===== src/rtl/iqd_pkg.sv =====
package iqd_pkg;
  localparam int SMP_W   = 16;
  localparam int PH_W    = 4;
  localparam int NCH     = 2;
  localparam int CH_I    = 0;
  localparam int CH_Q    = 1;
  localparam int COS_OFS = 4;

  // Q15 sine over one cycle in 16 steps; negative peak uses the full code -32768
  function automatic logic signed [SMP_W-1:0] sin_lut(input logic [PH_W-1:0] k);
    logic signed [SMP_W-1:0] v;
    case (k)
      4'd0:  v = 16'sd0;
      4'd1:  v = 16'sd12539;
      4'd2:  v = 16'sd23170;
      4'd3:  v = 16'sd30273;
      4'd4:  v = 16'sd32767;
      4'd5:  v = 16'sd30273;
      4'd6:  v = 16'sd23170;
      4'd7:  v = 16'sd12539;
      4'd8:  v = 16'sd0;
      4'd9:  v = -16'sd12539;
      4'd10: v = -16'sd23170;
      4'd11: v = -16'sd30273;
      4'd12: v = -16'sd32768;
      4'd13: v = -16'sd30273;
      4'd14: v = -16'sd23170;
      default: v = -16'sd12539;
    endcase
    return v;
  endfunction
endpackage


===== src/rtl/iqd_carrier.sv =====
module iqd_carrier
  import iqd_pkg::*;
#(
  parameter int STEP = 5
) (
  input  logic                    clk,
  input  logic                    rst_n,
  input  logic                    adv,
  output logic signed [SMP_W-1:0] sin_o,
  output logic signed [SMP_W-1:0] cos_o
);
  logic [PH_W-1:0] ph_q, ph_d;

  always_comb begin
    ph_d = ph_q;
    if (adv) ph_d = ph_q + PH_W'(STEP);
  end

  always_ff @(posedge clk or negedge rst_n) begin
    if (!rst_n) ph_q <= '0;
    else        ph_q <= ph_d;
  end

  assign sin_o = sin_lut(ph_q);
  assign cos_o = sin_lut(ph_q + PH_W'(COS_OFS));
endmodule


===== src/rtl/iqd_mixer.sv =====
module iqd_mixer
  import iqd_pkg::*;
(
  input  logic signed [SMP_W-1:0] smp,
  input  logic signed [SMP_W-1:0] car,
  output logic signed [SMP_W-1:0] mix
);
  localparam int PW = 2 * SMP_W;

  logic signed [PW-1:0] smp_x, car_x, prod, shr;
  logic                 fits;

  assign smp_x = {{SMP_W{smp[SMP_W-1]}}, smp};
  assign car_x = {{SMP_W{car[SMP_W-1]}}, car};
  assign prod  = smp_x * car_x;
  assign shr   = prod >>> (SMP_W - 1);
  assign fits  = (&shr[PW-1:SMP_W-1]) | ~(|shr[PW-1:SMP_W-1]);

  always_comb begin
    if (fits)              mix = shr[SMP_W-1:0];
    else if (shr[PW-1])    mix = {1'b1, {(SMP_W-1){1'b0}}};
    else                   mix = {1'b0, {(SMP_W-1){1'b1}}};
  end
endmodule


===== src/rtl/iqd_decim.sv =====
module iqd_decim
  import iqd_pkg::*;
#(
  parameter int ACC_W = 19,
  parameter int SHIFT = 1
) (
  input  logic                    clk,
  input  logic                    rst_n,
  input  logic                    en,
  input  logic                    dump,
  input  logic signed [SMP_W-1:0] mix,
  output logic signed [SMP_W-1:0] y
);
  logic signed [ACC_W-1:0] acc_q, acc_d, sum, scaled;
  logic signed [SMP_W-1:0] y_q, y_d, clip;
  logic                    fits;

  assign sum    = acc_q + {{(ACC_W-SMP_W){mix[SMP_W-1]}}, mix};
  assign scaled = sum >>> SHIFT;
  assign fits   = (&scaled[ACC_W-1:SMP_W-1]) | ~(|scaled[ACC_W-1:SMP_W-1]);

  always_comb begin
    if (fits)                clip = scaled[SMP_W-1:0];
    else if (scaled[ACC_W-1]) clip = {1'b1, {(SMP_W-1){1'b0}}};
    else                     clip = {1'b0, {(SMP_W-1){1'b1}}};
  end

  always_comb begin
    acc_d = acc_q;
    y_d   = y_q;
    if (en) begin
      if (dump) begin
        acc_d = '0;
        y_d   = clip;
      end else begin
        acc_d = sum;
      end
    end
  end

  always_ff @(posedge clk or negedge rst_n) begin
    if (!rst_n) begin
      acc_q <= '0;
      y_q   <= '0;
    end else begin
      acc_q <= acc_d;
      y_q   <= y_d;
    end
  end

  assign y = y_q;
endmodule


===== src/rtl/iq_downconv.sv =====
module iq_downconv
  import iqd_pkg::*;
#(
  parameter int DEC_RATIO  = 5,
  parameter int PHASE_STEP = 5,
  parameter int DEC_SHIFT  = 1
) (
  input  logic        clk,
  input  logic        rst_n,
  input  logic        in_valid,
  input  logic [15:0] in_sample,
  output logic        out_valid,
  output logic [15:0] out_i,
  output logic [15:0] out_q
);
  localparam int CNT_W = (DEC_RATIO > 1) ? $clog2(DEC_RATIO) : 1;
  localparam int ACC_W = SMP_W + $clog2(DEC_RATIO + 1);

  logic signed [SMP_W-1:0] car_sin, car_cos;
  logic signed [SMP_W-1:0] car_v [NCH];
  logic signed [SMP_W-1:0] mix_v [NCH];
  logic signed [SMP_W-1:0] dec_v [NCH];
  logic [CNT_W-1:0]        cnt_q, cnt_d;
  logic                    last, vld_q, vld_d;

  iqd_carrier #(.STEP(PHASE_STEP)) u_car (
    .clk   (clk),
    .rst_n (rst_n),
    .adv   (in_valid),
    .sin_o (car_sin),
    .cos_o (car_cos)
  );

  assign car_v[CH_I] = car_cos;
  assign car_v[CH_Q] = car_sin;

  assign last = (cnt_q == CNT_W'(DEC_RATIO - 1));

  always_comb begin
    cnt_d = cnt_q;
    if (in_valid) cnt_d = last ? '0 : cnt_q + 1'b1;
    vld_d = in_valid & last;
  end

  always_ff @(posedge clk or negedge rst_n) begin
    if (!rst_n) begin
      cnt_q <= '0;
      vld_q <= 1'b0;
    end else begin
      cnt_q <= cnt_d;
      vld_q <= vld_d;
    end
  end

  for (genvar ch = 0; ch < NCH; ch++) begin : g_ch
    iqd_mixer u_mix (
      .smp (in_sample),
      .car (car_v[ch]),
      .mix (mix_v[ch])
    );
    iqd_decim #(.ACC_W(ACC_W), .SHIFT(DEC_SHIFT)) u_dec (
      .clk   (clk),
      .rst_n (rst_n),
      .en    (in_valid),
      .dump  (last),
      .mix   (mix_v[ch]),
      .y     (dec_v[ch])
    );
  end

  assign out_valid = vld_q;
  assign out_i     = dec_v[CH_I];
  assign out_q     = dec_v[CH_Q];
endmodule


===== config.mk =====
export PLATFORM = sky130hd
export DESIGN_NAME = iq_downconv
export DESIGN_NICKNAME = d
export VERILOG_FILES = /design/src/rtl/iqd_pkg.sv /design/src/rtl/iqd_carrier.sv /design/src/rtl/iqd_mixer.sv /design/src/rtl/iqd_decim.sv /design/src/rtl/iq_downconv.sv
export SDC_FILE = /design/constraint.sdc
export NUM_CORES = 2
export LEC_CHECK = 0
export CORE_AREA = 2 2 188 190
export CTS_CLUSTER_DIAMETER = 80
export CTS_CLUSTER_SIZE = 16
export DETAILED_ROUTE_END_ITERATION = 6
export DIE_AREA = 0 0 190 192
export GPL_TIMING_DRIVEN = 1
export PLACE_DENSITY = 0.87
export SLEW_MARGIN = 20
export SYNTH_ARGS = -nofsm -noshare
export SYNTH_HDL_FRONTEND = slang
export SYNTH_SLANG_ARGS = --single-unit

===== constraint.sdc =====
create_clock -name clk -period 19.6 [get_ports clk]
set_input_delay 2.94 -clock clk [delete_from_list [all_inputs] [get_ports clk]]
set_output_delay 2.94 -clock clk [all_outputs]
set_load 0.05 [all_outputs]

# Word level (Yosys, flattened, before mapping)
# Memories as Yosys holds them, arrays and structs flattened.
# Index checks and enable logic that the tools add are counted.
dict set report totals {
  regBits 78
  mem_bits_ro 512
  input_bits 19
  output_inout_bits 33
  elab_cells 46
  memories 2
}
dict set report classes {
  add_sub_neg 5
  mul 2
  eq_ne 1
  muxes 11
  n_bitwise 9
  reduce_logical 9
}
# memory depth word_bits rd rd_clocked_by_memory_dff wr line_no
set memory_table {}
lappend memory_table {{(no name shown)} 16 16 1 0 0 iqd_pkg.sv:12} ;# case (k)
lappend memory_table {{(no name shown)} 16 16 1 0 0 iqd_pkg.sv:12}
# operator n
set op_table {}
lappend op_table {{16-bit two-way mux} 8}
lappend op_table {{16-bit by 16-bit multiplier with 32-bit output} 2}
lappend op_table {{19-bit adder} 2}
lappend op_table {{19-bit two-way mux} 2}
lappend op_table {{4-bit by 3-bit adder with 4-bit output (second input constant)} 2}
lappend op_table {{2-bit AND reduction} 3}
lappend op_table {{3-bit AND reduction} 2}
lappend op_table {{3-bit OR reduction} 2}
lappend op_table {{1-bit inverter} 4}
lappend op_table {{1-bit OR} 4}
lappend op_table {{2-bit OR reduction} 2}
lappend op_table {{3-bit by 1-bit adder with 3-bit output (second input constant)} 1}
lappend op_table {{3-bit == test (second input constant)} 1}
lappend op_table {{3-bit two-way mux} 1}
lappend op_table {{1-bit AND} 1}

# Depth between registers and ports, before layout
# An unclocked memory read counts as a cell.
dict set report depth {
  word_depth 12
  ltp_mapped 46
  mapped_depth_nobuf 42
}

# By module
# From an unflattened synthesis, not the netlist that was laid out.
dict set report unflattened {
  hier_cells 2870
  area_unflattened_um2 25924.9
}
# mod instances cells_per_inst area_per_inst_um2 seq_area_each_um2
set by_module_without_submodules {}
lappend by_module_without_submodules {{iqd_mixer at g_ch[1].u_mix} 1 1077 9816.9 0.0}
lappend by_module_without_submodules {{iqd_mixer at g_ch[0].u_mix} 1 1073 9776.9 0.0}
lappend by_module_without_submodules {iqd_decim 2 297 2651.3 875.8}
lappend by_module_without_submodules {iqd_carrier 1 108 835.8 100.1}
lappend by_module_without_submodules {iq_downconv 1 18 192.7 100.1}

# Worst setup path after synthesis
# Ideal clock, no wire load.
dict set report synth_timing {
  path_kind {input-to-reg}
  start {input in_sample[15]}
  end {register g_ch[0].u_dec.y_q[13]}
  setup_ps 126
  arrival_time_ps 12154
  path_slack_ps 7320
  stages 35
  path_buffers 3
  path_cell_list {buf_1 nand2_1 fa_1 inv_1 fa_1 fa_1 fa_1 fa_1 inv_1 fa_1 inv_1 ha_1 a21o_1 a21oi_1 o41ai_1 a221o_1 a221o_1 a21oi_2 xnor2_2 nand2_1 clkbuf_1 o21ai_0 ha_1 fa_1 a211oi_1 nor2_1 o211ai_1 o211ai_1 a21oi_1 o21bai_1 a21oi_1 xnor3_1 o41a_4 buf_6 a221o_1}
}
dict set report synth_between {
  elab_chain_len 10
}
# element line_no
set synth_lines {}
lappend synth_lines {{start: declaration} iq_downconv.sv:11} ;# input logic [15:0] in_sample,
lappend synth_lines {{16-bit by 16-bit multiplier with 32-bit output (*)} iqd_mixer.sv:15} ;# assign prod = smp_x * car_x;
lappend synth_lines {{2-bit OR reduction} iqd_mixer.sv:17} ;# assign fits = (&shr[PW-1:SMP_W-1]) | ~(|shr[PW-1:SMP_W-1]);
lappend synth_lines {{1-bit inverter} iqd_mixer.sv:17}
lappend synth_lines {{1-bit OR} iqd_mixer.sv:17}
lappend synth_lines {{16-bit two-way mux (*)} iqd_mixer.sv:20} ;# if (fits) mix = shr[SMP_W-1:0];
lappend synth_lines {{19-bit adder (*)} iqd_decim.sv:18} ;# assign sum = acc_q + {{(ACC_W-SMP_W){mix[SMP_W-1]}}, mix};
lappend synth_lines {{3-bit OR reduction} iqd_decim.sv:20} ;# assign fits = (&scaled[ACC_W-1:SMP_W-1]) | ~(|scaled[ACC_W-1:SMP_W-1]);
lappend synth_lines {{1-bit inverter} iqd_decim.sv:20}
lappend synth_lines {{1-bit OR} iqd_decim.sv:20}
lappend synth_lines {{16-bit two-way mux (*)} iqd_decim.sv:23} ;# if (fits) clip = scaled[SMP_W-1:0];
lappend synth_lines {{end signal: assignment} iqd_decim.sv:47} ;# y_q <= y_d;
lappend synth_lines {{end: declaration} iqd_decim.sv:15} ;# logic signed [SMP_W-1:0] y_q, y_d, clip;
# Mark *: on every way between the ends. The rest lies on a longest branch, timed or not.
# A chain may end at the register's enable or synchronous reset.

# Worst setup path after layout
dict set report layout_timing {
  start {input in_sample[12]}
  end {register g_ch[0].u_dec.y_q[14]}
}
# The elaborated chain is that of the path after synthesis.

==> impl_metrics.json <==
{
  "min_path_type": "flip-flop to flip-flop",
  "tritoncts.num_buffers": 9,
  "worstMarginPinSlew_ns": 1.16,
  "synthesized_area_sq_um": 23700,
  "post_cts.repair.setup_buffers": 0,
  "crit_path_end_kind": "flip-flop",
  "worst_path_max_delay_cell": "sky130_fd_sc_hd__clkdlybuf4s50_1",
  "post_drt_via_cell_ratio": 5.80,
  "io_pins": 52,
  "timing.critical_path.arrival_ns": 14.17,
  "route.vias.total": 17369,
  "timing.max_slew.rel_slack_pct": 22.2,
  "floorplan_core_area_sq_um": 34300,
  "timing.final.crit_share_pct": 71.2,
  "worst_clock_skew_ns": 0.0167,
  "first_global_vias": 19185,
  "cts_hold_repair.buffers": 0,
  "wl_per_instance_um": 18.4,
  "yosysSeqAreaShare_pct": 8.22,
  "synth-edff-count": 0,
  "whs_ns": 0.513,
  "post-dp-hpwl_um": 45900,
  "final_cells": 2995,
  "drt_first_pass_iters": 5,
  "postSynthRegisterBits": 78,
  "synth.top_cells.by_area": "sky130_fd_sc_hd__fa_1 44%, sky130_fd_sc_hd__ha_1 11%, sky130_fd_sc_hd__inv_1 11%, sky130_fd_sc_hd__dfrtp_1 8.2%, sky130_fd_sc_hd__nand2_1 3.9%",
  "syn-num-nets": 3281,
  "crit_path_start_kind": "input pin",
  "floorplan_die_width_um": 190,
  "clock_sink_count": 78,
  "yosysWarnings": 0,
  "setup_viol": 0,
  "post_layout_net_count": 3277,
  "synth.top_cell.area_share_pct": 43.7,
  "post_synth_cell_types": 83,
  "hold_viol": 0,
  "remaining_antenna_violation_count": 0,
  "place_inst": 2978,
  "port_buffers": 51,
  "grt_antenna_before_repair": 3,
  "gates_resized_cts_repair": 0,
  "ys_dominant_reg_cell": "sky130_fd_sc_hd__dfrtp_1",
  "postSynthAreaPerCell_sq_um": 9.35,
  "tritoncts_clock_tree": "yes",
  "run_status": "finished clean",
  "ctsRootBufferMaster": "sky130_fd_sc_hd__clkbuf_16",
  "grt_pass1_wl_um": 92900,
  "layout-drive-gt1-share_pct": 3.43,
  "final.setup.tns_ns": 0,
  "globalplace.congestion": 0.956,
  "cp_max_fo": 22,
  "slew_violations": 0,
  "netlist_top_cells_count": "666 x sky130_fd_sc_hd__inv_1, 518 x sky130_fd_sc_hd__fa_1, 249 x sky130_fd_sc_hd__nand2_1, 205 x sky130_fd_sc_hd__ha_1, 114 x sky130_fd_sc_hd__and2_1",
  "worst-setup-path-type": "input pin to flip-flop",
  "cp_data_required_time_ns": 19.81,
  "grt_setup_unrepaired": "false",
  "grt_max_degree": 79,
  "grt_overflow": 0,
  "post_synth_inst_count": 2539,
  "worst_path_most_repeated_cell": "sky130_fd_sc_hd__fa_1",
  "clkLatencyLatePin_ns": 0.34,
  "drt_drc_violations_left": 0,
  "total_of_max_cap_violations": 0,
  "maxClockFrequency_mhz": 71.6,
  "cp_slowest_stage_delay_ns": 1.24,
  "die_area_sq_um": 36500,
  "drt-total-wl_um": 55100,
  "cts.clk_slew.worst_paths_ns": 0.06,
  "drt_iter0_drc": 1143,
  "ys_async_sr_fraction_pct": 100,
  "synthToLayoutAreaGrowth_pct": 4.95,
  "num_rows": 68,
  "post-synth-top-count-cell": "sky130_fd_sc_hd__inv_1",
  "start_util_pct": 69.2,
  "die_height_um": 192,
  "post-route-min-period_ns": 13.96,
  "post-synth-top-area-cell": "sky130_fd_sc_hd__fa_1",
  "max-clock-path-buffers": 2,
  "overall_global_routing_resource_usage_pct": 32.5,
  "htreeDepth": 3
}
-- cells by family (layout without fill, tap and decap cells) --
logic type	after synthesis	in the layout	synth area share [%]
compound gates	315	315	9.38
xor+xnor	92	92	3.55
fa+ha+maj	725	725	54.6
buf+inv	755	755	12.1
flops	78	78	8.22
mux	16	16	0.796
other cells	0	1	0
simple gates	558	558	11.4
-- layer usage --
metal	vias up	global-route usage, %	wire length, um
met1	8724	40.6	20600
met5	-	0	26
met2	746	56.1	27800
li1	7708	-	-
met4	4	13.7	2470
met3	187	5.61	4240
-- worst paths after layout --
kind                                          from                       to  slack (ns)  cells after the start
max in group asynchronous                    rst_n   g_ch[0].u_dec.acc_q[2]       16.53                      2
worst max-delay path                 in_sample[12]      g_ch[0].u_dec.y[14]        5.64                     33
worst min-delay path            g_ch[1].u_dec.y[8]       g_ch[1].u_dec.y[8]        0.51                      1
min in group asynchronous                    rst_n  g_ch[1].u_dec.acc_q[13]        2.47                      1
worst min register to register  g_ch[1].u_dec.y[8]       g_ch[1].u_dec.y[8]        0.51                      1
worst max register to register       u_car.ph_q[0]       g_ch[1].u_dec.y[3]        7.05                     35
-- stage by stage --
stage / utilization, % / setup slack (ns) / cell area, sq um
floorplan: - / 7.32 / 23700
finish: 72.7 / 5.64 / 24900
global placement: 71.8 / 5.74 / 24600
detailed placement: 71.8 / 5.41 / 24600
global route: 72.7 / 4.84 / 24900
CTS: 72.6 / 5.75 / 24900
-- registers in the layout, indices dropped and copies added (netlist names) --
register / count
g_ch.u_dec.y: 32
u_car.ph_q: 4
out_valid: 1
cnt_q: 3
g_ch.u_dec.acc_q: 38
-- area by class of cell --
| type | instances | area, sq um |
|---|---|---|
| Timing Repair Buffer | 73 | 688 |
| Clock inverter | 6 | 40.0 |
| Multi-Input combinational cell | 1706 | 18900 |
| Antenna cell | 1 | 2.50 |
| Tap cell | 455 | 569 |
| Clock buffer | 9 | 225 |
| Sequential cell | 78 | 1950 |
| Inverter | 667 | 2500 |
| Fill cell | 2470 | 9380 |
-- placed cells by master, fill, tap and decap left out, types with 5 or more instances in the layout --
master,instances
sky130_fd_sc_hd__a31o_2,14
sky130_fd_sc_hd__clkbuf_16,9
sky130_fd_sc_hd__ha_1,205
sky130_fd_sc_hd__nand4_1,8
sky130_fd_sc_hd__and2_1,114
sky130_fd_sc_hd__o22ai_1,25
sky130_fd_sc_hd__a221o_1,18
sky130_fd_sc_hd__mux2i_1,11
sky130_fd_sc_hd__clkdlybuf4s50_1,49
sky130_fd_sc_hd__or2_2,12
sky130_fd_sc_hd__o211ai_1,8
sky130_fd_sc_hd__a21o_1,39
sky130_fd_sc_hd__xnor2_1,61
sky130_fd_sc_hd__dfrtp_1,78
sky130_fd_sc_hd__inv_1,666
sky130_fd_sc_hd__xor2_1,28
sky130_fd_sc_hd__buf_4,22
sky130_fd_sc_hd__nand2b_1,25
sky130_fd_sc_hd__o21ai_1,5
sky130_fd_sc_hd__nand3_1,13
sky130_fd_sc_hd__nor3_1,8
sky130_fd_sc_hd__o21ai_0,49
sky130_fd_sc_hd__a211oi_1,10
sky130_fd_sc_hd__a21oi_1,67
sky130_fd_sc_hd__o22a_1,15
sky130_fd_sc_hd__nand2_1,249
sky130_fd_sc_hd__fa_1,518
sky130_fd_sc_hd__o21bai_1,6
sky130_fd_sc_hd__nor2b_1,27
sky130_fd_sc_hd__nor4_1,5
sky130_fd_sc_hd__nor2_1,73
sky130_fd_sc_hd__o21a_1,13
-- worst max-delay path: cells and delay by family --
family,cells,cell delay [ns]
fa+ha+maj,9,4.12
compound gates,15,4.19
simple gates,3,1.04
xor+xnor,2,0.47
buf+inv,4,1.39
Power is left out: the tool's default activity adds up to more than one toggle a clock period on the data nets, which glitch-free logic cannot reach.
